$ cat config.mk
export PLATFORM = sky130hd
export DESIGN_NAME = baud_gen
export DESIGN_NICKNAME = d
export VERILOG_FILES = /design/src/rtl/baud_pkg.sv /design/src/rtl/baud_src_sel.sv /design/src/rtl/baud_prescaler.sv /design/src/rtl/baud_rate_div.sv /design/src/rtl/baud_gen.sv
export SDC_FILE = /design/constraint.sdc
export NUM_CORES = 1
export LEC_CHECK = 0
export BUFFER_PORTS_ARGS = -buffer_cell sky130_fd_sc_hd__buf_4
export CAP_MARGIN = 30
export CORE_MARGIN = 1
export CORE_UTILIZATION = 30
export DETAILED_ROUTE_END_ITERATION = 8
export SYNTH_ARGS = -nofsm -noshare
export SYNTH_HDL_FRONTEND = slang
export SYNTH_SLANG_ARGS = --single-unit
$ cat constraint.sdc
create_clock -name clk -period 9.7 [get_ports clk]
set_input_delay 0.485 -clock clk [delete_from_list [all_inputs] [get_ports clk]]
set_output_delay 0.485 -clock clk [all_outputs]
set_load 0.01 [all_outputs]
$ cat src/rtl/baud_pkg.sv
package baud_pkg;

   localparam int unsigned RATE_CODES  = 16;
   localparam logic [3:0]  CODE_DITHER = 4'b1010;

   // rate in tenths of a baud; zero marks a pass-through code
   function automatic int unsigned rate_x10(input logic [3:0] code);
      case (code)
         4'd2:    return 500;
         4'd3:    return 750;
         4'd4:    return 1345;
         4'd5:    return 2000;
         4'd6:    return 6000;
         4'd7:    return 24000;
         4'd8:    return 96000;
         4'd9:    return 48000;
         4'd10:   return 18000;
         4'd11:   return 12000;
         4'd12:   return 24000;
         4'd13:   return 3000;
         4'd14:   return 1500;
         4'd15:   return 1100;
         default: return 0;
      endcase
   endfunction

   // rounded reference counts per output period
   function automatic int unsigned div_of(input logic [3:0] code,
                                          input int unsigned ref_hz,
                                          input int unsigned ovs);
      int unsigned r;
      r = rate_x10(code);
      if (r == 0) return 0;
      return (ref_hz * 10 + (ovs * r) / 2) / (ovs * r);
   endfunction

   function automatic logic is_pass(input logic [3:0] code);
      return code[3:1] == 3'b000;
   endfunction

endpackage

$ cat src/rtl/baud_src_sel.sv
module baud_src_sel (
   input  logic clk,
   input  logic rst_n,
   input  logic src_xtal,
   input  logic xtal_clk,
   input  logic ext_clk,
   output logic tick,
   output logic init_rst
);
   logic xtal_q, ext_q, armed;

   always_ff @(posedge clk) begin
      xtal_q <= xtal_clk;
      ext_q  <= ext_clk;
   end

   assign tick     = src_xtal ? (xtal_clk & ~xtal_q) : (ext_clk & ~ext_q);
   assign init_rst = ext_clk & (src_xtal | armed);

   always_ff @(posedge clk or negedge rst_n) begin
      if (!rst_n)        armed <= 1'b1;
      else if (src_xtal) armed <= 1'b1;
      else if (ext_clk)  armed <= 1'b0;
   end
endmodule

$ cat src/rtl/baud_prescaler.sv
module baud_prescaler #(
   parameter int STAGES = 3
) (
   input  logic              clk,
   input  logic              rst_n,
   input  logic              clr,
   input  logic              tick,
   output logic [STAGES-1:0] q
);
   always_ff @(posedge clk or negedge rst_n) begin
      if (!rst_n)    q <= '0;
      else if (clr)  q <= '0;
      else if (tick) q <= q + STAGES'(1);
   end
endmodule

$ cat src/rtl/baud_rate_div.sv
module baud_rate_div
   import baud_pkg::*;
#(
   parameter int unsigned REF_HZ = 2457600,
   parameter int unsigned OVS    = 16,
   parameter int          CW     = 12,
   parameter bit          DITHER = 1'b1
) (
   input  logic          clk,
   input  logic          rst_n,
   input  logic          clr,
   input  logic          tick,
   input  logic [3:0]    sel,
   input  logic          mux_in,
   output logic          baud,
   output logic [3:0]    sel_now,
   output logic          cnt_zero
);
   logic [CW-1:0] div_tab [RATE_CODES];
   logic [CW-1:0] cnt, per, half;
   logic [1:0]    ph;
   logic          extra, last, pass;

   for (genvar g = 0; g < RATE_CODES; g++) begin : g_tab
      localparam int unsigned DV = div_of(4'(g), REF_HZ, OVS);
      if (DV + 1 >= (2 ** CW)) begin : g_bad
         $error("baud_rate_div: CW too small for divisor");
      end
      assign div_tab[g] = CW'(DV);
   end

   if (DITHER) begin : g_dither
      assign extra = (sel_now == CODE_DITHER) && (ph == 2'd2);
   end else begin : g_flat
      assign extra = 1'b0;
   end

   assign per      = div_tab[sel_now] + CW'(extra);
   assign half     = per >> 1;
   assign last     = (cnt == per - CW'(1));
   assign pass     = is_pass(sel_now);
   assign cnt_zero = (cnt == '0);

   always_ff @(posedge clk or negedge rst_n) begin
      if (!rst_n) begin
         cnt     <= '0;
         sel_now <= 4'd0;
         ph      <= 2'd0;
      end else if (clr) begin
         cnt     <= '0;
         sel_now <= sel;
         ph      <= 2'd0;
      end else if (tick) begin
         if (pass || last) begin
            cnt     <= '0;
            sel_now <= sel;
            ph      <= (ph == 2'd2) ? 2'd0 : ph + 2'd1;
         end else begin
            cnt <= cnt + CW'(1);
         end
      end
   end

   assign baud = pass ? mux_in : (cnt < half);
endmodule

$ cat src/rtl/baud_gen.sv
module baud_gen #(
   parameter int unsigned REF_HZ     = 2457600,
   parameter int unsigned OVS        = 16,
   parameter int          CW         = 12,
   parameter int          PRE_STAGES = 3,
   parameter bit          DITHER     = 1'b1
) (
   input  logic                  clk,
   input  logic                  rst_n,
   input  logic                  src_xtal,
   input  logic                  xtal_clk,
   input  logic                  ext_clk,
   input  logic [3:0]            rate_sel,
   input  logic                  mux_in,
   output logic                  ref_tick,
   output logic [PRE_STAGES-1:0] pre_q,
   output logic                  baud_out
);
   if (PRE_STAGES < 1) begin : g_bad_pre
      $error("baud_gen: PRE_STAGES must be positive");
   end

   logic       init_rst, cnt_zero;
   logic [3:0] sel_now;

   baud_src_sel u_src (
      .clk(clk), .rst_n(rst_n), .src_xtal(src_xtal), .xtal_clk(xtal_clk),
      .ext_clk(ext_clk), .tick(ref_tick), .init_rst(init_rst)
   );

   baud_prescaler #(.STAGES(PRE_STAGES)) u_pre (
      .clk(clk), .rst_n(rst_n), .clr(init_rst), .tick(ref_tick), .q(pre_q)
   );

   baud_rate_div #(.REF_HZ(REF_HZ), .OVS(OVS), .CW(CW), .DITHER(DITHER)) u_div (
      .clk(clk), .rst_n(rst_n), .clr(init_rst), .tick(ref_tick),
      .sel(rate_sel), .mux_in(mux_in), .baud(baud_out),
      .sel_now(sel_now), .cnt_zero(cnt_zero)
   );
endmodule

==> results.md, run 1 <==
* Outcome: completed
* Die ar. at 7410 um2
* Placement-stage cell area at 2310 um2
* Routed Antenna Nets at 0
* Synth Area in XOR/XNOR at 9.91%
* Compound-Gate Fraction of Synth Area at 16.6%
* Place WS at 5.26 ns
* H-tree depth at 1
* Maximum fanout along the worst path at 13
* IO Pins at 15
* Antenna violations before repair at 0
* Starting DRC count in detailed routing at 170
* Top cells by count, synth: nand2_1 (22), dfrtp_1 (21), ha_1 (20), nor2_1 (20), o21ai_0 (15)
* Worst vdd ir at 0.000144 V
* Total CTS buffers at 3
* Post-synthesis net count at 273
* CP Capture Type: flop
* Reg clk slew, reported paths at 0.08 ns
* GRT met1 Usage at 17.1%
* Worst hold path type: input pin to async pin
* Share of the synthesized area in the top cell type at 24.8%
* RSZ-0062 raised after global routing: false
* Unique masters post-synth at 58
* Register area share after synthesis at 27.9%
* Die height at 86.1 um
* Max-cap violations at 0
* Grt met3 use at 0.962%
* Worst Path Arrival at 4.63 ns
* Area of the mapped netlist at 2120 um2
* Adder-cell share of the synthesized area at 11.8%
* Yosys reg bits at 24
* Number of flops mapped to enable cells by yosys at 0
* Rows at 30
* Final Hold Fails at 0
* Syn Inst Count at 243
* Synthesized area per cell at 8.73 um2
* Finished Cell Area at 2360 um2
* Gpl congestion at 0.859
* WL per Instance at 12.7 um
* Cell with the most instances after synthesis: nand2_1
* Final period util at 46.2%
* Root Driver: clkbuf_8
* P_leak at 0.00104 uW
* Residual DRC count at 0
* Fill cells at 724
* Final slew viol count at 0
* Achievable frequency at 0.223 GHz
* GRT Total Usage at 12.8%
* Fin Setup TNS at 0 ns
* WL final at 4460 um
* First-pass GRT wire length at 7670 um
* Starting Density at 31.1%
* Largest family of logic cells by synthesized area: simple AND/OR/NAND/NOR gates
* Chip Width at 86.1 um
* Worst skew pair latency at 0.26 ns
* Vias/cell at 5.02
* Largest net degree at the start of global routing at 23
* Via count at 1757
* Post-Synth Simple-Gate Area at 23.5%
* Setup Buffers After CTS at 0
* Share of cells above drive strength 1 at 13.4%
* Post-synth top flop: dfrtp_1
* Clk buf depth at 2
* Ant. Diodes at 0
* Final WS setup at 5.22 ns
* CTS Hold Bufs at 0
* CTS Sinks at 24
* Proportion of synthesized area in mux cells at 5.42%
* Synthesis-to-layout area growth at 11.4%
* Synth area leaders: dfrtp_1 (25%), ha_1 (12%), xnor2_1 (5.0%)
* Period minus WS final at 4.48 ns
* Post_cts resized at 0
* Crit path launch type: flop
* Post-synth top area cell: dfrtp_1
* Ys async rst share at 91.7%
* CTS tree: yes
* CP required at 9.85 ns
* DR pass1 iterations at 4
* Fin nets at 285
* Number of global-route vias before repair at 1662
* Worst hold slack at 0.0942 ns
* Core area at 6830 um2
* Slew HR at 42.6%
* DP Wirelength at 3570 um
* Synth Warn # at 0
* Port bufs at 14
* Fin Clk Skew at 0.00189 ns
* Top Usage Layer GRT: met2
* Setup violators final at 0
* Worst-Margin Slew at 0.854 ns
* Crit path kind: flop to flop
* GRT overflow at 0
* PD cells at 221 nW/um2
* GR Util met2 at 22.1%
## sequential cells by signal (all words and copies together), names as in the netlist
| signal | count |
|---|---|
| u_pre.q | 3 |
| u_src.ext_q | 1 |
| u_div.sel_now | 4 |
| u_div.cnt | 12 |
| u_src.armed | 1 |
| u_div.ph | 2 |
| u_src.xtal_q | 1 |
## per-layer routing
layer / routed length [um] / part of all wire [%] / up-vias
li1: - / - / 891
met1: 2140 / 48 / 821
met2: 2080 / 47 / 36
met3: 139 / 3.1 / 9
met4: 98 / 2.2 / 0
met5: 0 / 0 / -
## through the flow
step,std cells,total power (uW),util [%]
final,350,522,34.6
after global routing,350,568,34.6
after CTS,350,524,34.6
after detailed placement,346,457,33.8
after global placement,346,454,33.8
after floorplan,243,391,-
## critical path: stages (launching register included)
cell and delay, ns:
dfrtp_1 0.45, inv_1 0.14, ha_1 0.27, nand2_1 0.11, nor4b_1 0.41, ha_1 0.25
ha_1 0.28, inv_1 0.08, ha_1 0.17, inv_1 0.07, a2111oi_1 0.44, o21ai_0 0.20
xnor2_1 0.17, nor4_1 0.35, nand4_4 0.19, a21oi_4 0.39, mux2_2 0.38
## placed cells by master, fill, tap and decap left out, types with 2 or more instances in the layout
cell type,count
dfrtp_1,21
o221ai_1,2
nor2b_1,3
xor2_1,12
inv_1,14
mux2_2,5
buf_4,15
nand3_1,9
and3_1,2
nor3_1,9
o21a_1,2
nand2b_1,2
o211ai_1,2
clkbuf_8,4
a21o_1,7
xnor2_1,12
nor3b_1,3
ha_1,20
nor4_1,5
nor2_1,20
dfxtp_1,2
mux2_1,3
and3b_1,2
a21oi_1,9
o21ai_1,2
nand4_1,3
o21ai_0,15
nand2_1,22
## layout make-up
class                      count  area (um2)  area share (%)
multi-input combinational    196        1430            60.4
tap                           96         120            5.08
inverter                      15        56.3            2.38
clock buffer                   4        55.1            2.33
sequential                    24         592            25.0
timing repair buffer          15         113            4.76
## power by group
part | total (uW) | leakage, uW | internal, uW | switching [uW]
logic | 303 | 0.000701 | 142 | 161
clock network | 65.9 | 0.0000288 | 36.2 | 29.7
registers | 153 | 0.000307 | 115 | 37.5
## logic make-up after synthesis
kind of cell	Yosys count
adder cells (fa/ha/maj)	20
multiplexers	10
buffers and inverters	23
XOR/XNOR	24
AO/OA/AOI/OAI	51
flip-flops	24
AND/OR/NAND/NOR	91
## path summary, 6_finish.rpt
path	start	endpoint	slack, ns	cells past startpoint
setup / recovery	u_div.sel_now[0]	u_div.ph[1]	5.22	16
hold / removal	rst_n	u_div.cnt[8]	0.09	1
max in group asynchronous	rst_n	u_src.armed	9.33	1
hold reg to reg	u_src.armed	u_src.armed	0.52	1
min in group clk	xtal_clk	u_src.xtal_q	0.33	1
setup reg to reg	u_div.sel_now[0]	u_div.ph[1]	5.22	16
No activity file was read; power rests on OpenSTA's default activity.
==> run 2, diff against run 1 <==
==> constraint.sdc (replaced) <==
create_clock -name clk -period 4.26 [get_ports clk]
set_input_delay 0.213 -clock clk [delete_from_list [all_inputs] [get_ports clk]]
set_output_delay 0.213 -clock clk [all_outputs]
set_load 0.01 [all_outputs]
==> results.md, run 2 (synthesis results as in run 1) <==
* Synthesis-to-layout area growth at 14.8%
* Starting Density at 31.1% (unchanged)
* Slowest cell on crit path: dfrtp_1
* GRT overflow at 0 (unchanged)
* Fin Clk Skew at 0.00496 ns (+0.00307 ns)
* Crit path kind: flop to flop
* Most common cell after layout, fill and taps aside: nand2_1
* Fin nets at 292 (+2.5%)
* Reg clk slew, reported paths at 0.08 ns (about the same)
* Maximum fanout along the worst path at 8 (-5)
* Most flops, register: u_div.cnt
* Worst Path Arrival at 4.01 ns (-0.62 ns)
* Worst hold slack at 0.0619 ns (-0.0323 ns)
* Largest net degree at the start of global routing at 23 (unchanged)
* WL final at 4480 um (+0.36%)
* WL per Instance at 12.5 um (-1.6%)
* Final period util at 90.5% (+44 points)
* Worst hold path type: input pin to flop
* Worst skew pair latency at 0.26 ns (about the same)
* Crit path launch type: flop
* CTS Sinks at 24 (unchanged)
* H-tree depth at 1 (unchanged)
* Slew HR at 34.9% (-7.6 points)
* Fin Setup TNS at 0 ns (unchanged)
* Setup violators final at 0 (unchanged)
* Period minus WS final at 3.86 ns (-0.624 ns)
* Vias/cell at 4.96 (-1.2%)
* CP required at 4.41 ns (-5.44 ns)
* GRT Total Usage at 12.9% (+0.071 points)
* Max reg flops at 12 (unchanged)
* Multi-input logic area at 1450 um2 (+1.2%)
* Max-cap violations at 0 (unchanged)
* Most frequent cells in the layout: nand2_1 (22), buf_4 (21), dfrtp_1 (21), nor2_1 (20), ha_1 (20)
* PD cells at 503 nW/um2 (+130%)
* Final slew viol count at 0 (unchanged)
* CP peak stage delay at 0.38 ns (-0.07 ns)
* Rows at 30 (unchanged)
* IO Pins at 15 (unchanged)
* DP Wirelength at 3530 um (-1.2%)
* Routed Antenna Nets at 0 (unchanged)
* Chip Width at 86.1 um (unchanged)
* Port bufs at 14 (unchanged)
* Starting DRC count in detailed routing at 103 (-39%)
* Clk buf depth at 2 (unchanged)
* CP Capture Type: flop
* Root Driver: clkbuf_8
* P_leak at 0.00107 uW (+3.4%)
* Worst vdd ir at 0.000257 V (+78%)
* Die ar. at 7410 um2 (unchanged)
* Achievable frequency at 0.259 GHz (+16%)
* DR pass1 iterations at 4 (unchanged)
* CTS tree: yes
* Fill cells at 724 (unchanged)
* Share of cells above drive strength 1 at 16.5% (+3.1 points)
* Via count at 1770 (+0.74%)
* Gpl congestion at 0.797 (-7.2%)
* Antenna violations before repair at 0 (unchanged)
* Ant. Diodes at 0 (unchanged)
* Outcome: completed
* Number of global-route vias before repair at 1641 (-1.3%)
* Largest registers: u_div.cnt (12), u_div.sel_now (4), u_pre.q (3)
* Final Hold Fails at 0 (unchanged)
* Core area at 6830 um2 (unchanged)
* Residual DRC count at 0 (unchanged)
* Total CTS buffers at 3 (unchanged)
* CP Cell Sequence: inv_1 > ha_1 > nand2_1 > nor4b_2 > ha_1 > ha_1 > inv_1 > ha_1 > inv_1 > a2111oi_2 > buf_4 > o211ai_1 > xnor2_1 > a211oi_2 > nand4_4 > a21oi_4 > mux2_2
* RSZ-0062 raised after global routing: false
* Most used cell, CP: ha_1
* Placement-stage cell area at 2350 um2 (+1.6%)
* Worst-Margin Slew at 0.967 ns (+0.113 ns)
* First-pass GRT wire length at 7720 um (+0.64%)
* Seq. cell area at 592 um2 (unchanged)
* Finished Cell Area at 2440 um2 (+3.1%)
* Die height at 86.1 um (unchanged)
[run 2: path summary, 6_finish.rpt]
check                                 startpoint          endpoint  slack [ns]  cells past startpoint
worst max-delay path            u_div.sel_now[0]  u_div.sel_now[0]        0.40                     17
max in group asynchronous                  rst_n       u_src.armed        3.61                      2
worst min register to register       u_src.armed       u_src.armed        0.52                      1
worst min-delay path                    xtal_clk      u_src.xtal_q        0.06                      1
min in group asynchronous                  rst_n      u_div.cnt[6]        0.37                      2
worst max register to register  u_div.sel_now[0]  u_div.sel_now[0]        0.40                     17
[run 2: layout make-up]
| class | count | share of cell area (%) |
|---|---|---|
| clock buffer | 4 | 2.26 |
| inverter | 15 | 2.31 |
| multi-input combinational | 196 | 59.3 |
| sequential | 24 | 24.3 |
| tap | 96 | 4.93 |
| timing repair buffer | 22 | 6.88 |
[run 2: critical path, delay by kind of cell, from the launching register on]
kind | cells | cell delay, ns
buf+inv | 4 | 0.46
mux | 1 | 0.37
flops | 1 | 0.38
xor+xnor | 1 | 0.16
fa+ha+maj | 4 | 0.93
simple gates | 3 | 0.52
compound gates | 4 | 0.93
[run 2: metrics by stage]
step	worst slack [ns]	utilization [%]	std cells	power (uW)
after floorplan	0.404	-	243	890
after global placement	0.252	34.3	351	1060
after detailed placement	0.0701	34.3	351	1060
after CTS	0.0625	35.3	356	1220
after global routing	0.0167	35.7	357	1340
final	0.403	35.7	357	1230
[run 2: per-layer routing]
layer  part of all wire (%)  GRT usage, %  vias up
met5                      0             0        -
met4                   0.89          3.64        0
met3                    1.9         0.866        4
met2                     45          20.6       28
met1                     52          18.7      828
li1                       -             -      910
[run 2: report_power, final]
group | switching [uW] | internal, uW | total [uW]
clock network | 66.8 | 82.3 | 149
logic | 417 | 352 | 769
registers | 45.6 | 263 | 309
[run 2: what timing repair did]
| item | CTS | global route |
|---|---|---|
| setup buffers | 0 | 1 |
| gates resized for setup | 0 | 3 |
| hold buffers | 1 | 0 |
| setup endpoints to repair | 0 | 13 |
| hold endpoints to repair | 21 | 0 |
==> run 3, diff against run 2 <==
--- a/config.mk
+++ b/config.mk
@@ -13,3 +13,4 @@
 export SYNTH_ARGS = -nofsm -noshare
 export SYNTH_HDL_FRONTEND = slang
 export SYNTH_SLANG_ARGS = --single-unit
+export TNS_END_PERCENT = 1
==> constraint.sdc (replaced) <==
create_clock -name clk -period 4.1 [get_ports clk]
set_input_delay 0.205 -clock clk [delete_from_list [all_inputs] [get_ports clk]]
set_output_delay 0.205 -clock clk [all_outputs]
set_load 0.01 [all_outputs]
==> results.md, run 3 (synthesis results as in run 1) <==
* Largest registers: u_div.cnt (12), u_div.sel_now (4), u_pre.q (3)
* Gpl congestion at 0.893 (+12%)
* Port bufs at 14 (unchanged)
* Clk buf depth at 2 (unchanged)
* Hold path start: xtal_clk
* CP Capture Type: flop
* Fin Clk Skew at 0.00399 ns (-0.000967 ns)
* CTS Sinks at 24 (unchanged)
* Place WS at -0.0112 ns (-0.0813 ns)
* Dpl cells at 353 (+0.57%)
* R2R cell count at 14 (-3)
* RR Endpoint: u_div.ph[0]
* Final slew viol count at 0 (unchanged)
* DP Wirelength at 3560 um (+0.86%)
* Slew HR at 43.1% (+8.2 points)
* H-tree depth at 1 (unchanged)
* First-pass GRT wire length at 7710 um (-0.18%)
* Final Hold Fails at 0 (unchanged)
* Achievable frequency at 0.268 GHz (+3.3%)
* Share of cells above drive strength 1 at 17.0% (+0.57 points)
* Outcome: completed
* Crit path kind: flop to flop
* CP required at 4.25 ns (-0.16 ns)
* GRT overflow at 0 (unchanged)
* Number of global-route vias before repair at 1759 (+7.2%)
* Starting DRC count in detailed routing at 88 (-15%)
* Worst Path Arrival at 3.88 ns (-0.13 ns)
* Worst-Margin Slew at 0.846 ns (-0.121 ns)
* Core area at 6830 um2 (unchanged)
* Maximum fanout along the worst path at 8 (unchanged)
* Starting Density at 31.1% (unchanged)
* Most common cell after layout, fill and taps aside: buf_4
* Largest net degree at the start of global routing at 23 (unchanged)
* PD cells at 520 nW/um2 (+3.3%)
* Hold endpoint: u_src.xtal_q
* Fill cells at 727 (+0.41%)
* Finished Layout Cells at 360 (+0.84%)
* Die height at 86.1 um (unchanged)
* Final WS setup at 0.367 ns (-0.0363 ns)
* Die ar. at 7410 um2 (unchanged)
* Via count at 1792 (+1.2%)
* Total CTS buffers at 3 (unchanged)
* P_leak at 0.00109 uW (+1.5%)
* Synthesis-to-layout area growth at 15.6%
* DR pass1 iterations at 4 (unchanged)
* GRT Total Usage at 12.8% (-0.054 points)
* WL final at 4500 um (+0.58%)
* RSZ-0062 raised after global routing: false
* Hold path depth at 1 (unchanged)
* Reg-to-reg startpoint: u_div.sel_now[0]
* Final period util at 91.0% (+0.52 points)
* Most frequent cells in the layout: buf_4 (24), nand2_1 (22), dfrtp_1 (21), nor2_1 (20), ha_1 (20)
* Max reg flops at 12 (unchanged)
* Worst hold path type: input pin to flop
* Chip Width at 86.1 um (unchanged)
* Antenna violations before repair at 0 (unchanged)
* Root Driver: clkbuf_8
* Reg2reg setup slack at 0.37 ns (-0.04 ns)
* Period minus WS final at 3.73 ns (-0.124 ns)
* Setup violators final at 0 (unchanged)
* Crit path launch type: flop
* Rows at 30 (unchanged)
* IO Pins at 15 (unchanged)
* Most flops, register: u_div.cnt
* Worst skew pair latency at 0.26 ns (about the same)
* Fin nets at 295 (+1.0%)
* Reg clk slew, reported paths at 0.08 ns (about the same)
* Worst vdd ir at 0.000279 V (+8.4%)
* Max-cap violations at 0 (unchanged)
* Ant. Diodes at 0 (unchanged)
* PnR Total Power at 1280 uW (+4.0%)
* WL per Instance at 12.5 um (-0.26%)
* Residual DRC count at 0 (unchanged)
* CTS tree: yes
* Routed Antenna Nets at 0 (unchanged)
* Vias/cell at 4.98 (+0.40%)
[run 3: changes by cell type in the layout (fill, tap and decap cells not counted), sizes merged]
cell / previous run / this run
buf: 21 / 24
[run 3: repair_timing]
item                                   CTS  global route
setup buffers                            2             0
gates cloned                             0             0
resized for setup                        0             2
setup endpoints to repair                6            13
endpoints found under the hold margin   21             0
pin swaps                                1             0
hold buffers                             1             0
[run 3: area by class of cell]
class                      count  area (um2)  share of cell area [%]
clock buffer                   4        55.1                    2.24
inverter                      15        56.3                    2.30
multi-input combinational    196        1440                    58.7
sequential                    24         592                    24.1
tap                           96         120                    4.90
timing repair buffer          25         190                    7.76
[run 3: critical path: stages, from the launching register on]
cell and delay, ns:
dfrtp_1 0.39, inv_1 0.13, ha_1 0.18, nand2_1 0.07
nor4b_1 0.29, ha_1 0.23, ha_1 0.25, buf_4 0.16
a2111o_1 0.34, nand2b_4 0.17, or4b_1 0.52, nand4_2 0.12
nand4_4 0.11, a21oi_4 0.30, mux2_2 0.37
[run 3: how the worst max path moves through the flow]
stage,start,to,depth (start not counted)
global placement,u_div.sel_now[0],u_div.ph[1],16
finish,u_div.sel_now[0],u_div.ph[0],14
floorplan,u_div.sel_now[0],u_div.sel_now[1],17
detailed placement,u_div.sel_now[0],u_div.ph[0],16
CTS,u_div.sel_now[0],u_div.ph[0],16
global route,u_div.sel_now[0],u_div.sel_now[0],16
[run 3: power breakdown]
| group | switching [uW] | total (uW) | leakage [uW] | internal [uW] |
|---|---|---|---|---|
| sequential | 40.4 | 314 | 0.000307 | 273 |
| clock | 71.2 | 157 | 0.0000288 | 85.6 |
| combinational | 438 | 805 | 0.000753 | 367 |
[run 3: per-stage QoR]
| step | setup TNS, ns | instance area, um2 | hold WS [ns] | util [%] |
|---|---|---|---|---|
| global placement | 0 | 2360 | 0.111 | 34.6 |
| global route | 0 | 2450 | 0.0443 | 35.9 |
| detailed placement | -0.0271 | 2360 | 0.113 | 34.6 |
| CTS | 0 | 2440 | 0.0450 | 35.7 |
| finish | 0 | 2450 | 0.0460 | 35.9 |
| floorplan | 0 | 2120 | -0.0906 | - |
[run 3: routing by layer]
layer | vias to the layer above | track usage [%] | wire length, um
li1 | 912 | - | -
met4 | 0 | 5.91 | 73
met2 | 20 | 22.5 | 2190
met3 | 7 | 0.962 | 62
met5 | - | 0 | 0
met1 | 853 | 16.0 | 2180
